==> config.mk <==
export PLATFORM = sky130hd
export DESIGN_NAME = spec_rob
export DESIGN_NICKNAME = d
export VERILOG_FILES = /design/src/rtl/spec_rob_pkg.sv /design/src/rtl/rob_ptr_ctl.sv /design/src/rtl/rob_entry_store.sv /design/src/rtl/rob_retire_unit.sv /design/src/rtl/spec_rob.sv
export SDC_FILE = /design/constraint.sdc
export NUM_CORES = 1
export LEC_CHECK = 0
export CAP_MARGIN = 20
export CORE_ASPECT_RATIO = 2
export CORE_MARGIN = 2
export CORE_UTILIZATION = 45
export DETAILED_ROUTE_END_ITERATION = 8
export PLACE_DENSITY_LB_ADDON = 0.25
export SETUP_SLACK_MARGIN = 0.2
export SYNTH_ARGS = -nofsm -noshare
export SYNTH_HDL_FRONTEND = slang
export SYNTH_SLANG_ARGS = --single-unit
==> constraint.sdc <==
create_clock -name clk -period 6.66 [get_ports clk]
set_input_delay 0.999 -clock clk [delete_from_list [all_inputs] [get_ports clk]]
set_output_delay 0.999 -clock clk [all_outputs]
set_load 0.1 [all_outputs]
==> src/rtl/spec_rob_pkg.sv <==
package spec_rob_pkg;
  typedef enum logic [1:0] {
    OP_ALU    = 2'd0,
    OP_STORE  = 2'd1,
    OP_BRANCH = 2'd2,
    OP_SPARE  = 2'd3
  } op_kind_e;
endpackage

==> src/rtl/rob_ptr_ctl.sv <==
module rob_ptr_ctl #(
  parameter int DEPTH = 8,
  localparam int TAG_W = $clog2(DEPTH),
  localparam int PTR_W = TAG_W + 1
) (
  input  logic             clk,
  input  logic             rst_n,
  input  logic             alloc,
  input  logic             retire,
  input  logic             flush,
  output logic [TAG_W-1:0] head_idx,
  output logic [TAG_W-1:0] tail_idx,
  output logic             full
);
  logic [PTR_W-1:0] head_q, tail_q;
  logic [PTR_W-1:0] occ;

  always_ff @(posedge clk or negedge rst_n) begin
    if (!rst_n) begin
      head_q <= '0;
      tail_q <= '0;
    end else if (flush) begin
      head_q <= '0;
      tail_q <= '0;
    end else begin
      if (alloc)  tail_q <= tail_q + 1'b1;
      if (retire) head_q <= head_q + 1'b1;
    end
  end

  assign head_idx = head_q[TAG_W-1:0];
  assign tail_idx = tail_q[TAG_W-1:0];
  assign full     = (head_q[TAG_W-1:0] == tail_q[TAG_W-1:0]) &&
                    (head_q[TAG_W] != tail_q[TAG_W]);
  assign occ      = tail_q - head_q;

  // occupancy never exceeds the number of entries
  p_no_overflow_r3: assert property (@(posedge clk) disable iff (!rst_n)
    occ <= PTR_W'(DEPTH));

  // each retirement moves the head by exactly one
  p_head_step_r6: assert property (@(posedge clk) disable iff (!rst_n)
    (retire && !flush) |=> head_q == PTR_W'($past(head_q) + 1'b1));

  // after a flush both pointers are back at zero
  p_flush_empty_r10: assert property (@(posedge clk) disable iff (!rst_n)
    flush |=> (head_q == '0 && tail_q == '0));
endmodule

==> src/rtl/rob_entry_store.sv <==
module rob_entry_store #(
  parameter int DEPTH = 8,
  parameter int REG_W = 5,
  parameter int DATA_W = 32,
  localparam int TAG_W = $clog2(DEPTH)
) (
  input  logic              clk,
  input  logic              rst_n,
  input  logic              alloc,
  input  logic [TAG_W-1:0]  tail_idx,
  input  logic [1:0]        alloc_kind,
  input  logic [REG_W-1:0]  alloc_dest,
  input  logic              cdb_valid,
  input  logic [TAG_W-1:0]  cdb_tag,
  input  logic [DATA_W-1:0] cdb_value,
  input  logic              cdb_misp,
  input  logic              retire,
  input  logic              flush,
  input  logic [TAG_W-1:0]  head_idx,
  output logic              head_valid,
  output logic              head_ready,
  output logic [1:0]        head_kind,
  output logic [REG_W-1:0]  head_dest,
  output logic [DATA_W-1:0] head_value,
  output logic              head_misp
);
  logic [DEPTH-1:0]  valid_q, ready_q, hit, take;
  logic [1:0]        kind_q  [DEPTH];
  logic [REG_W-1:0]  dest_q  [DEPTH];
  logic [DATA_W-1:0] value_q [DEPTH];
  logic              misp_q  [DEPTH];

  for (genvar i = 0; i < DEPTH; i++) begin : g_slot
    assign take[i] = alloc && (tail_idx == TAG_W'(i));
    assign hit[i]  = cdb_valid && !flush && valid_q[i] && !ready_q[i] &&
                     (cdb_tag == TAG_W'(i));
  end

  always_ff @(posedge clk or negedge rst_n) begin
    if (!rst_n) begin
      valid_q <= '0;
      ready_q <= '0;
    end else if (flush) begin
      valid_q <= '0;
      ready_q <= '0;
    end else begin
      for (int i = 0; i < DEPTH; i++) begin
        if (take[i]) begin
          valid_q[i] <= 1'b1;
          ready_q[i] <= 1'b0;
        end else begin
          if (hit[i]) ready_q[i] <= 1'b1;
          if (retire && head_idx == TAG_W'(i)) valid_q[i] <= 1'b0;
        end
      end
    end
  end

  always_ff @(posedge clk) begin
    for (int i = 0; i < DEPTH; i++) begin
      if (take[i]) begin
        kind_q[i] <= alloc_kind;
        dest_q[i] <= alloc_dest;
        misp_q[i] <= 1'b0;
      end else if (hit[i]) begin
        value_q[i] <= cdb_value;
        misp_q[i]  <= cdb_misp;
      end
    end
  end

  assign head_valid = valid_q[head_idx];
  assign head_ready = ready_q[head_idx];
  assign head_kind  = kind_q[head_idx];
  assign head_dest  = dest_q[head_idx];
  assign head_value = value_q[head_idx];
  assign head_misp  = misp_q[head_idx];

  // a capture leaves the addressed entry ready
  p_capture_ready_r5: assert property (@(posedge clk) disable iff (!rst_n)
    (cdb_valid && !flush && valid_q[cdb_tag] && !ready_q[cdb_tag])
      |=> ready_q[$past(cdb_tag)]);

  // a second broadcast does not overwrite a held result
  p_dup_ignored_r5: assert property (@(posedge clk) disable iff (!rst_n)
    (cdb_valid && !flush && valid_q[cdb_tag] && ready_q[cdb_tag] &&
     !(alloc && tail_idx == cdb_tag))
      |=> value_q[$past(cdb_tag)] == $past(value_q[cdb_tag]));
endmodule

==> src/rtl/rob_retire_unit.sv <==
module rob_retire_unit
  import spec_rob_pkg::*;
#(
  parameter int DEPTH = 8,
  parameter int REG_W = 5,
  parameter int DATA_W = 32,
  localparam int TAG_W = $clog2(DEPTH)
) (
  input  logic              clk,
  input  logic              rst_n,
  input  logic              head_valid,
  input  logic              head_ready,
  input  logic [1:0]        head_kind,
  input  logic [REG_W-1:0]  head_dest,
  input  logic [DATA_W-1:0] head_value,
  input  logic              head_misp,
  input  logic [TAG_W-1:0]  head_idx,
  output logic              retire,
  output logic              flush,
  output logic              rf_we,
  output logic [REG_W-1:0]  rf_addr,
  output logic [DATA_W-1:0] rf_data,
  output logic              st_go,
  output logic [TAG_W-1:0]  st_tag
);
  op_kind_e kind;
  logic     done;

  always_comb begin
    kind   = op_kind_e'(head_kind);
    done   = head_valid && head_ready;
    flush  = 1'b0;
    rf_we  = 1'b0;
    st_go  = 1'b0;
    unique case (kind)
      OP_STORE:  st_go = done;
      OP_BRANCH: flush = done && head_misp;
      default:   rf_we = done;
    endcase
    retire = done && !flush;
  end

  assign rf_addr = head_dest;
  assign rf_data = head_value;
  assign st_tag  = head_idx;

  // never more than one commit action at a time
  p_one_action_r8: assert property (@(posedge clk) disable iff (!rst_n)
    $onehot0({rf_we, st_go, flush}));
endmodule

==> src/rtl/spec_rob.sv <==
module spec_rob #(
  parameter int DEPTH = 8,
  parameter int REG_W = 5,
  parameter int DATA_W = 32,
  localparam int TAG_W = $clog2(DEPTH)
) (
  input  logic              clk,
  input  logic              rst_n,
  input  logic              rs_avail,
  input  logic              disp_valid,
  output logic              disp_ready,
  input  logic [1:0]        disp_kind,
  input  logic [REG_W-1:0]  disp_dest,
  output logic [TAG_W-1:0]  disp_tag,
  input  logic              cdb_valid,
  input  logic [TAG_W-1:0]  cdb_tag,
  input  logic [DATA_W-1:0] cdb_value,
  input  logic              cdb_mispredict,
  output logic              rf_we,
  output logic [REG_W-1:0]  rf_addr,
  output logic [DATA_W-1:0] rf_data,
  output logic              st_go,
  output logic [TAG_W-1:0]  st_tag,
  output logic              flush
);
  logic [TAG_W-1:0]  head_idx, tail_idx;
  logic              full, alloc, retire;
  logic              h_valid, h_ready, h_misp;
  logic [1:0]        h_kind;
  logic [REG_W-1:0]  h_dest;
  logic [DATA_W-1:0] h_value;

  assign disp_ready = rs_avail && !flush && (!full || retire);
  assign alloc      = disp_valid && disp_ready;
  assign disp_tag   = tail_idx;

  rob_ptr_ctl #(.DEPTH(DEPTH)) u_ptr (
    .clk(clk), .rst_n(rst_n), .alloc(alloc), .retire(retire), .flush(flush),
    .head_idx(head_idx), .tail_idx(tail_idx), .full(full)
  );

  rob_entry_store #(.DEPTH(DEPTH), .REG_W(REG_W), .DATA_W(DATA_W)) u_store (
    .clk(clk), .rst_n(rst_n), .alloc(alloc), .tail_idx(tail_idx),
    .alloc_kind(disp_kind), .alloc_dest(disp_dest),
    .cdb_valid(cdb_valid), .cdb_tag(cdb_tag), .cdb_value(cdb_value),
    .cdb_misp(cdb_mispredict), .retire(retire), .flush(flush),
    .head_idx(head_idx), .head_valid(h_valid), .head_ready(h_ready),
    .head_kind(h_kind), .head_dest(h_dest), .head_value(h_value),
    .head_misp(h_misp)
  );

  rob_retire_unit #(.DEPTH(DEPTH), .REG_W(REG_W), .DATA_W(DATA_W)) u_retire (
    .clk(clk), .rst_n(rst_n), .head_valid(h_valid), .head_ready(h_ready),
    .head_kind(h_kind), .head_dest(h_dest), .head_value(h_value),
    .head_misp(h_misp), .head_idx(head_idx), .retire(retire), .flush(flush),
    .rf_we(rf_we), .rf_addr(rf_addr), .rf_data(rf_data),
    .st_go(st_go), .st_tag(st_tag)
  );

  // a full buffer that retires still accepts a dispatch
  p_full_accept_r4: assert property (@(posedge clk) disable iff (!rst_n)
    (full && retire && rs_avail) |-> disp_ready);

  // no allocation without a free reservation station
  p_rs_gate_r11: assert property (@(posedge clk) disable iff (!rst_n)
    !rs_avail |=> disp_tag == $past(disp_tag) || $past(flush));
endmodule

# After elaboration in Yosys (flattened, before gate mapping)
# Memories as Yosys holds them, arrays and structs flattened.
# Index checks and enable logic that the tools add are counted.
# op_classes
eq_ne,25
n_lt_le_gt_ge,1
n_reduce_logical,102
bitwise,8
mux,156
addsub,2
# ops
op,count
$mux 32,7
$reduce_or 32->1,7
$mux 1,106
$mux 3,21
$logic_and 1x1->1,48
$reduce_bool 3->1,16
$eq 3x3->1 const B,12
$mux 5,7
$reduce_or 5->1,7
$eq 3x2->1 const B,6
$mux 4,4
$mux 8,2
$reduce_or 2->1,8
$mux 2,7
$logic_not 1->1,10
$eq 3x1->1 const B,3
$logic_not 3->1,3
$add 4x1->4 const B,2
$or 1x1->1,8
$bmux 1 s3,2
$lt 3x4->1 const B,1
$reduce_bool 2->1,2
$eq 3x3->1,1
$eq 2x1->1 const B,1
3 further kinds,3
# word_totals
n_memories,4
out_inout_bits,47
register_bits,24
mem_bits_rw,320
# memory_table
memory,words,width,rd,rd_ports_with_merged_regs,write_ports,line_no,rtl
u_store.value_q,8,32,1,0,1,rob_entry_store.sv:30,logic [DATA_W-1:0] value_q [DEPTH];
u_store.dest_q,8,5,1,0,1,rob_entry_store.sv:29,logic [REG_W-1:0] dest_q [DEPTH];
u_store.kind_q,8,2,1,0,1,rob_entry_store.sv:28,logic [1:0] kind_q [DEPTH];
u_store.misp_q,8,1,1,0,8,rob_entry_store.sv:31,logic misp_q [DEPTH];

# Depth between registers and ports, before layout
# Gate-level depths: netlist of run 1.
# logic_depth
word_depth,21
ltp_mapped,14
ltp_nobuf,10

# By module
# Synthesis of run 1 repeated with hierarchy kept, for this count alone.
# hier_totals
hier_cells,852
hier_area_um2,14213.6
# modules_own_cells
module,instances,cells_per_inst,seq_area_each_um2,area_per_inst_um2
rob_entry_store,1,755,10009.6,13341.5
rob_ptr_ctl,1,44,200.2,469.2
rob_retire_unit,1,50,0.0,365.4
spec_rob,1,3,0.0,37.5

# Least setup slack after synthesis of run 1
# No wires, ideal clock.
# synth_path
path_type,register to output
from,register u_ptr.head_q[1]
to,output port disp_ready
n_path_buf,5
stages_incl_launch_ff,15
arrival_time_ns,4.951
required_ns,5.661
path_slack_ns,0.710
path_cell_list,dfrtp_1 buf_2 buf_1 mux4_2 nand2_1 and2_1 inv_2 ha_1 and2_1 buf_6 nand3_4 inv_2 buf_6 buf_2 nor3b_1
# synth_between
elab_chain_len,9
elab_cells_between_ends,18
# synth_lines
element,line_no,rtl
"start, declared",rob_ptr_ctl.sv:15,"logic [PTR_W-1:0] head_q, tail_q;"
"start signal, assigned",rob_ptr_ctl.sv:27,if (retire) head_q <= head_q + 1'b1;
"$bmux 1 s3, on equally long branches","rob_entry_store.sv:72, rob_entry_store.sv:73",
"$mux 1, on equally long branches","rob_entry_store.sv:72, rob_entry_store.sv:73",
$logic_and 1x1->1,rob_retire_unit.sv:31,done = head_valid && head_ready;
$logic_and 1x1->1,rob_retire_unit.sv:37,OP_BRANCH: flush = done && head_misp;
$mux 1 (*),rob_retire_unit.sv:35,unique case (kind)
net flush,spec_rob.sv:24,output logic flush
$logic_not 1->1 (*),"rob_retire_unit.sv:40, spec_rob.sv:33",
$logic_and 1x1->1,rob_retire_unit.sv:40,retire = done && !flush;
$logic_or 1x1->1,spec_rob.sv:33,assign disp_ready = rs_avail && !flush && (!full || retire);
$logic_and 1x1->1 (*),spec_rob.sv:33,
"end, declared",spec_rob.sv:11,"output logic disp_ready,"
# The timed path passes the listed nets; every way through them passes the cells marked *. The select of a mux whose other input is x is not followed.

# Worst setup path after layout of run 1
# layout_path
from,register u_ptr.head_q[0]
to,output port flush
# layout_between
elab_chain_len,5
elab_cells_between_ends,10
# layout_lines
element,line_no
"$bmux 1 s3, on equally long branches","rob_entry_store.sv:72, rob_entry_store.sv:73"
"$mux 1, on equally long branches","rob_entry_store.sv:72, rob_entry_store.sv:73"
$logic_and 1x1->1,rob_retire_unit.sv:31
$logic_and 1x1->1,rob_retire_unit.sv:37
$mux 1 (*),rob_retire_unit.sv:35
"end, declared",spec_rob.sv:24
# Every way passes the cells marked *; elsewhere a longest branch is shown, timed or not. The select of a mux whose other input is x is not followed.

==> results.sh, run 1 <==
export IMPL_yosys_area_share_simple=0.0795
export IMPL_grt_pass1_wl_microns=43700
export IMPL_worst_ep_required_time_ps=5660
export IMPL_fmax_mhz=170
export IMPL_setup_violations=0
export IMPL_instances_no_fill=1259
export IMPL_tns_ps=0
export IMPL_cts_setup_buffers=0
export IMPL_drive_gt1_frac=0.196
export IMPL_worst_setup_path_type="reg -> out"
export IMPL_hold_viol=0
export IMPL_ir_worst_vdd_mv=0.344
export IMPL_ctsResizeCount=0
export IMPL_routedWlPerCell_microns=22.6
export IMPL_yosysTopAreaCell="edfxtp_1"
export IMPL_async_reset_ff_frac=0.0698
export IMPL_tritoncts="built"
export IMPL_cts_sinks=344
export IMPL_first_pass_iters=7
export IMPL_synth_area_per_cell_sq_um=18.3
export IMPL_design_core_area_sq_um=30600
export IMPL_critPathMaxStageDelay_ps=1240
export IMPL_synth_compound_area_frac=0.0229
export IMPL_via_per_inst=5.65
export IMPL_yosys_register_bits=344
export IMPL_finish_utilization=0.535
export IMPL_min_path_type="reg -> reg"
export IMPL_gp_congestion=0.840
export IMPL_rsz0062_at_grt="no"
export IMPL_muxShareOfSynthArea=0.131
export IMPL_slowest_stage="clkdlybuf4s50_1"
export IMPL_synth_area_leaders="edfxtp_1 69%, mux4_2 13%, dfrtp_1 4.3%"
export IMPL_dieHeight_microns=253
export IMPL_nFillCells=2372
export IMPL_grt_pass1_vias=7466
export IMPL_grt_max_degree=57
export IMPL_dpl_worst_slack_ps=1320
export IMPL_path_depth=8
export IMPL_placed_cells=1204
export IMPL_tightest_slew_ps=988
export IMPL_synth_edf_count=320
export IMPL_grtUsageTotal=0.179
export IMPL_die_x_microns=128
export IMPL_cts_buffer_depth=3
export IMPL_finalCritPeriodShare=0.883
export IMPL_synth_top_area_frac=0.690
export IMPL_outcome="finished, final reports clean"
export IMPL_path_cells="mux4_2, nand2_1, and2_1, ha_1, and2_1, nand3_4, inv_2, clkdlybuf4s50_1"
export IMPL_yosysSeqAreaShare=0.733
export IMPL_cts_clk_slew_worst_paths_ps=70
export IMPL_critPathCaptureType="output pin"
export IMPL_clockPowerShare=0.251
export IMPL_crit_top_cell="and2_1"
export IMPL_cts_made_buffers=29
export IMPL_synth_flop_cell="edfxtp_1"
export IMPL_dp_hpwl_microns=15700
export IMPL_finClkSkew_ps=14.1
export IMPL_drt_iter0_markers=592
export IMPL_antenna_left=0
export IMPL_p_int_uw=4470
export IMPL_ys_types=46
export IMPL_p_switching_uw=2780
export IMPL_via_count=7113
export IMPL_startpoint_type="flip-flop"
export IMPL_crit_family="buffers and inverters"
export IMPL_antenna_found_initial=0
export IMPL_drt_wl_total_microns=28500
export IMPL_synth_nets=823
export IMPL_ios=95
export IMPL_holdWs_ps=536
export IMPL_syn_inst=761
export IMPL_path_max_fanout=40
export IMPL_drc=0
export IMPL_grt_overflow=0
export IMPL_cts_hold_fix_buffers=0
export IMPL_cts_htree_levels=1
export IMPL_r2r_cells=10
export IMPL_syn_area_sq_um=13900
export IMPL_p_seq_frac=0.374
export IMPL_path_buf_inv=2
export IMPL_maxCapViolations=0
export IMPL_num_rows=91
export IMPL_root_buffer="clkbuf_16"
export IMPL_rrSetupSlack_ps=1920
export IMPL_final_nets=926
export IMPL_p_per_area_nw_per_um2=443
export IMPL_synth_xor_area_frac=0.00251
export IMPL_power_leakage_uw=0.00546
export IMPL_period_needed_ps=5880
export IMPL_crit_arrival_ps=4880
export IMPL_slew_headroom=0.339
export IMPL_sw_frac_of_total=0.384
export IMPL_hold_path_depth=1
export IMPL_power_frac_comb=0.375
export IMPL_synth_top_family_by_area="multiplexers"
export IMPL_start_util=0.455
export IMPL_insertedDiodeCount=0
export IMPL_synth_warnings=0
export IMPL_synthAdderAreaFrac=0.0126
export IMPL_die_area_sq_um=32500
export IMPL_fin_ws_ps=779
export IMPL_portBuffers=94
export IMPL_drv_slew=0
export IMPL_syn_to_final_growth_pct=17.6
export IMPL_clock_latency_ps=570
==> power groups by stage <==
stage | clock [uW] | sequential, uW | combinational [uW]
6_report | 1820 | 2710 | 2720
5_1_grt | 1950 | 2740 | 2880
4_1_cts | 1870 | 2720 | 2740
3_5_place_dp | 0 | 2760 | 2730
3_3_place_gp | 0 | 2760 | 2710
2_1_floorplan | 0 | 2610 | 2260
==> synth_stat cells, types with 2 or more instances <==
master and count:
o2111ai_1 2, inv_2 4, nor4_1 2, and3b_1 2, mux4_2 80, nand2b_1 10, a22o_1 2, nor4b_1 3
and2_1 3, o21ai_0 10, buf_1 8, nand3b_1 6, dfrtp_1 24, buf_4 6, nor4_4 6, nor2_1 11
nand4_1 2, a31oi_1 2, nor4b_4 2, a31o_1 2, mux2_2 2, nor3b_1 2, o21bai_1 6, clkbuf_1 16
ha_1 14, a21oi_1 13, or3_1 3, buf_6 3, o21ai_1 7, nand2_1 135, xnor2_1 3, o311a_1 2
edfxtp_1 320, nor3_1 14, inv_1 6, and3_1 4, buf_2 11, nand3_1 5
==> logic make-up (layout without fill, tap and decap cells) <==
group	after synthesis	after routing
DFF	344	344
xor gates and xnor gates	4	4
adders and majority gates	14	14
AOI/OAI and AO/OA	50	50
buffers and inverters	54	180
muxes	82	82
and+or+nand+nor	213	213
==> per-stage QoR <==
step                      area, sq um  power, uW
after global routing            16400       7570
after detailed placement        15300       5500
after global placement          15300       5470
after CTS                       16400       7330
final                           16400       7250
after floorplan                 13900       4870
==> registers in the layout (all words and copies together), names as in the netlist <==
register,cells
u_store.valid_q,8
u_store.ready_q,8
u_store.kind_q,16
u_store.value_q,256
u_store.dest_q,40
u_ptr.tail_q,4
u_ptr.head_q,4
u_store.misp_q,8
==> path summary, 6_finish.rpt <==
check                                   start                     to
setup / recovery              u_ptr.head_q[0]                  flush
max in group asynchronous               rst_n        u_ptr.head_q[1]
hold reg to reg            u_store.valid_q[7]     u_store.valid_q[7]
hold / removal             u_store.valid_q[7]     u_store.valid_q[7]
setup reg to reg              u_ptr.head_q[0]  u_store.value_q[4][0]
min in group asynchronous               rst_n        u_ptr.tail_q[2]
==> cells in the final DEF (no fill, tap or decap), drive strengths merged, types with 3 or more instances in the layout <==
cell type and n:
and2 3, nand3 6, edfxtp 320, bufinv 7, clkbuf 31, clkdlybuf4s50 94
inv 11, nand2 135, or3 3, nor4b 5, mux4 80, nand2b 10
ha 14, o21bai 6, nand3b 6, and3 4, clkinvlp 3, buf 22
o21ai 17, nor2 11, xnor2 3, a21oi 14, dfrtp 24, clkinv 12
nor4 8, nor3 14
==> per-layer routing <==
metal  global-route usage  share of wire  vias to the layer above
li1                     -              -                     3188
met1                0.241           0.42                     3679
met2                0.301           0.50                      207
met3               0.0317          0.062                       39
met4               0.0512          0.022                        0
met5                    0              0                        -
==> layout make-up <==
type / count / area [sq um] / area share
flip-flops and latches: 344 / 10200 / 0.624
multi-input cells: 363 / 3510 / 0.214
repair buffers: 116 / 1120 / 0.0683
clock buffers: 31 / 733 / 0.0447
well taps: 372 / 465 / 0.0284
clock inverters: 23 / 307 / 0.0187
inverters: 10 / 37.5 / 0.00229
Power figures use the tool's default switching activity.
==> run 2: changes to the inputs <==
--- a/config.mk
+++ b/config.mk
@@ -10,6 +10,7 @@
 export CORE_MARGIN = 2
 export CORE_UTILIZATION = 45
 export DETAILED_ROUTE_END_ITERATION = 8
+export GPL_ROUTABILITY_DRIVEN = 0
 export PLACE_DENSITY_LB_ADDON = 0.25
 export SETUP_SLACK_MARGIN = 0.2
 export SYNTH_ARGS = -nofsm -noshare
==> results of run 2 <==
The final DEF is identical to that of run 1; final timing and power are the same.
==> run 3: changes to the inputs <==
--- a/config.mk
+++ b/config.mk
@@ -5,12 +5,12 @@
 export SDC_FILE = /design/constraint.sdc
 export NUM_CORES = 1
 export LEC_CHECK = 0
-export CAP_MARGIN = 20
 export CORE_ASPECT_RATIO = 2
 export CORE_MARGIN = 2
 export CORE_UTILIZATION = 45
 export DETAILED_ROUTE_END_ITERATION = 8
 export GPL_ROUTABILITY_DRIVEN = 0
+export MAX_ROUTING_LAYER = met4
 export PLACE_DENSITY_LB_ADDON = 0.25
 export SETUP_SLACK_MARGIN = 0.2
 export SYNTH_ARGS = -nofsm -noshare
==> results.sh, run 3 (synthesis results as in run 1) <==
export IMPL_root_buffer="clkbuf_16"
export IMPL_maxCapViolations=0
export IMPL_final_common_cell="edfxtp_1"
export IMPL_setup_violations=0
export IMPL_cts_hold_fix_buffers=0
export IMPL_portBuffers=94
export IMPL_fin_ws_ps=800
export IMPL_p_seq_frac=0.374
export IMPL_largest_reg_flops=256
export IMPL_top_regs="u_store.value_q x256, u_store.dest_q x40, u_store.kind_q x16"
export IMPL_fmax_mhz=171
export IMPL_power_leakage_uw=0.00545
export IMPL_cts_setup_buffers=0
export IMPL_path_cells="mux4_2, nand2_1, and2_1, ha_1, and2_1, nand3_4, inv_2, clkdlybuf4s50_1"
export IMPL_p_switching_uw=2780
export IMPL_clockPowerShare=0.252
export IMPL_layout_common_cells="320 x edfxtp_1, 135 x nand2_1, 94 x clkdlybuf4s50_1"
export IMPL_antenna_found_initial=0
export IMPL_worst_setup_path_type="reg -> out"
export IMPL_via_per_inst=5.67
export IMPL_critPathCaptureType="output pin"
export IMPL_slowest_stage="clkdlybuf4s50_1"
export IMPL_grt_pass1_vias=7460
export IMPL_nFillCells=2374
export IMPL_ir_worst_vdd_mv=0.344
export IMPL_tightest_slew_ps=1040
export IMPL_slew_headroom=0.308
export IMPL_dp_hpwl_microns=15700
export IMPL_worst_ep_required_time_ps=5660
export IMPL_insertedDiodeCount=0
export IMPL_cts_made_buffers=29
export IMPL_final_nets=925
export IMPL_design_core_area_sq_um=30600
export IMPL_cts_htree_levels=1
export IMPL_ios=95
export IMPL_ctsResizeCount=0
export IMPL_p_per_area_nw_per_um2=443
export IMPL_drv_slew=0
export IMPL_finClkSkew_ps=13.1
export IMPL_num_rows=91
export IMPL_startpoint_type="flip-flop"
export IMPL_start_util=0.455
export IMPL_dpl_worst_slack_ps=1320
export IMPL_cts_sinks=344
export IMPL_top_register="u_store.value_q"
export IMPL_drive_gt1_frac=0.195
export IMPL_crit_arrival_ps=4860
export IMPL_drc=0
export IMPL_hold_viol=0
export IMPL_via_count=7135
export IMPL_sw_frac_of_total=0.384
export IMPL_syn_to_final_growth_pct=17.5
export IMPL_drt_wl_total_microns=28500
export IMPL_path_max_fanout=40
export IMPL_crit_family="buffers and inverters"
export IMPL_first_pass_iters=5
export IMPL_min_path_type="reg -> reg"
export IMPL_cts_buffer_depth=3
export IMPL_dieHeight_microns=253
export IMPL_holdWs_ps=538
export IMPL_tns_ps=0
export IMPL_antenna_left=0
export IMPL_routedWlPerCell_microns=22.6
export IMPL_crit_top_cell="and2_1"
export IMPL_grtUsageTotal=0.185
export IMPL_drt_iter0_markers=646
export IMPL_path_buf_inv=2
export IMPL_critPathMaxStageDelay_ps=1240
export IMPL_outcome="finished, final reports clean"
export IMPL_grt_pass1_wl_microns=43700
export IMPL_power_frac_comb=0.374
export IMPL_total_power_uw=7240
export IMPL_rsz0062_at_grt="no"
export IMPL_finalCritPeriodShare=0.880
export IMPL_cts_clk_slew_worst_paths_ps=70
export IMPL_grt_overflow=0
export IMPL_p_int_uw=4460
export IMPL_die_area_sq_um=32500
export IMPL_tritoncts="built"
export IMPL_period_needed_ps=5860
export IMPL_clock_latency_ps=570
export IMPL_die_x_microns=128
export IMPL_grt_max_degree=57
-- run 3: changes by cell type in the layout (fill, tap and decap cells not counted) --
cell    delta
buf_12     -1
-- run 3: power groups by stage --
stage | combinational [uW] | clock [uW] | sequential (uW)
global route | 2870 | 1950 | 2740
finish | 2710 | 1820 | 2710
detailed placement | 2730 | 0 | 2760
CTS | 2740 | 1870 | 2720
global placement | 2710 | 0 | 2760
floorplan | 2260 | 0 | 2610
-- run 3: worst reg2reg max path: stages (launching register included) --
cell     delay (ps)
dfrtp_4         930
mux4_2          610
nand2_1          70
and2_1          170
ha_1            170
and2_1          330
nand3_4         250
inv_2           510
nor4_4          120
nor3_2          680
buf_4           510
-- run 3: through the flow --
| stage | instances | util | area [sq um] |
|---|---|---|---|
| detailed placement | 1204 | 0.500 | 15300 |
| global placement | 1204 | 0.500 | 15300 |
| global route | 1258 | 0.534 | 16400 |
| finish | 1258 | 0.534 | 16400 |
| CTS | 1258 | 0.534 | 16400 |
| floorplan | 761 | - | 13900 |
-- run 3: worst paths after layout --
| kind | startpoint | endpoint | slack [ps] | depth (start not counted) |
|---|---|---|---|---|
| min in group asynchronous | rst_n | u_ptr.tail_q[2] | 800 | 2 |
| worst max-delay path | u_ptr.head_q[0] | flush | 800 | 8 |
| max in group asynchronous | rst_n | u_ptr.head_q[1] | 5580 | 2 |
| worst max register to register | u_ptr.head_q[0] | u_store.value_q[4][15] | 1940 | 10 |
| worst min register to register | u_store.valid_q[7] | u_store.valid_q[7] | 540 | 1 |
| worst min-delay path | u_store.valid_q[7] | u_store.valid_q[7] | 540 | 1 |
-- run 3: layer usage --
metal  GRT usage  up-vias  routed length (microns)
met5           -        -                        0
li1            -     3183                        -
met2       0.301      196                    14300
met3      0.0311       40                     1620
met1       0.242     3716                    12000
met4      0.0512        0                      613
-- run 3: layout make-up --
cell class | count | area, sq um | area share
Clock buffer | 31 | 733 | 0.0448
Tap cell | 372 | 465 | 0.0284
Timing Repair Buffer | 115 | 1100 | 0.0671
Inverter | 10 | 37.5 | 0.00229
Sequential cell | 344 | 10200 | 0.624
Multi-Input combinational cell | 363 | 3510 | 0.214
Clock inverter | 23 | 307 | 0.0187
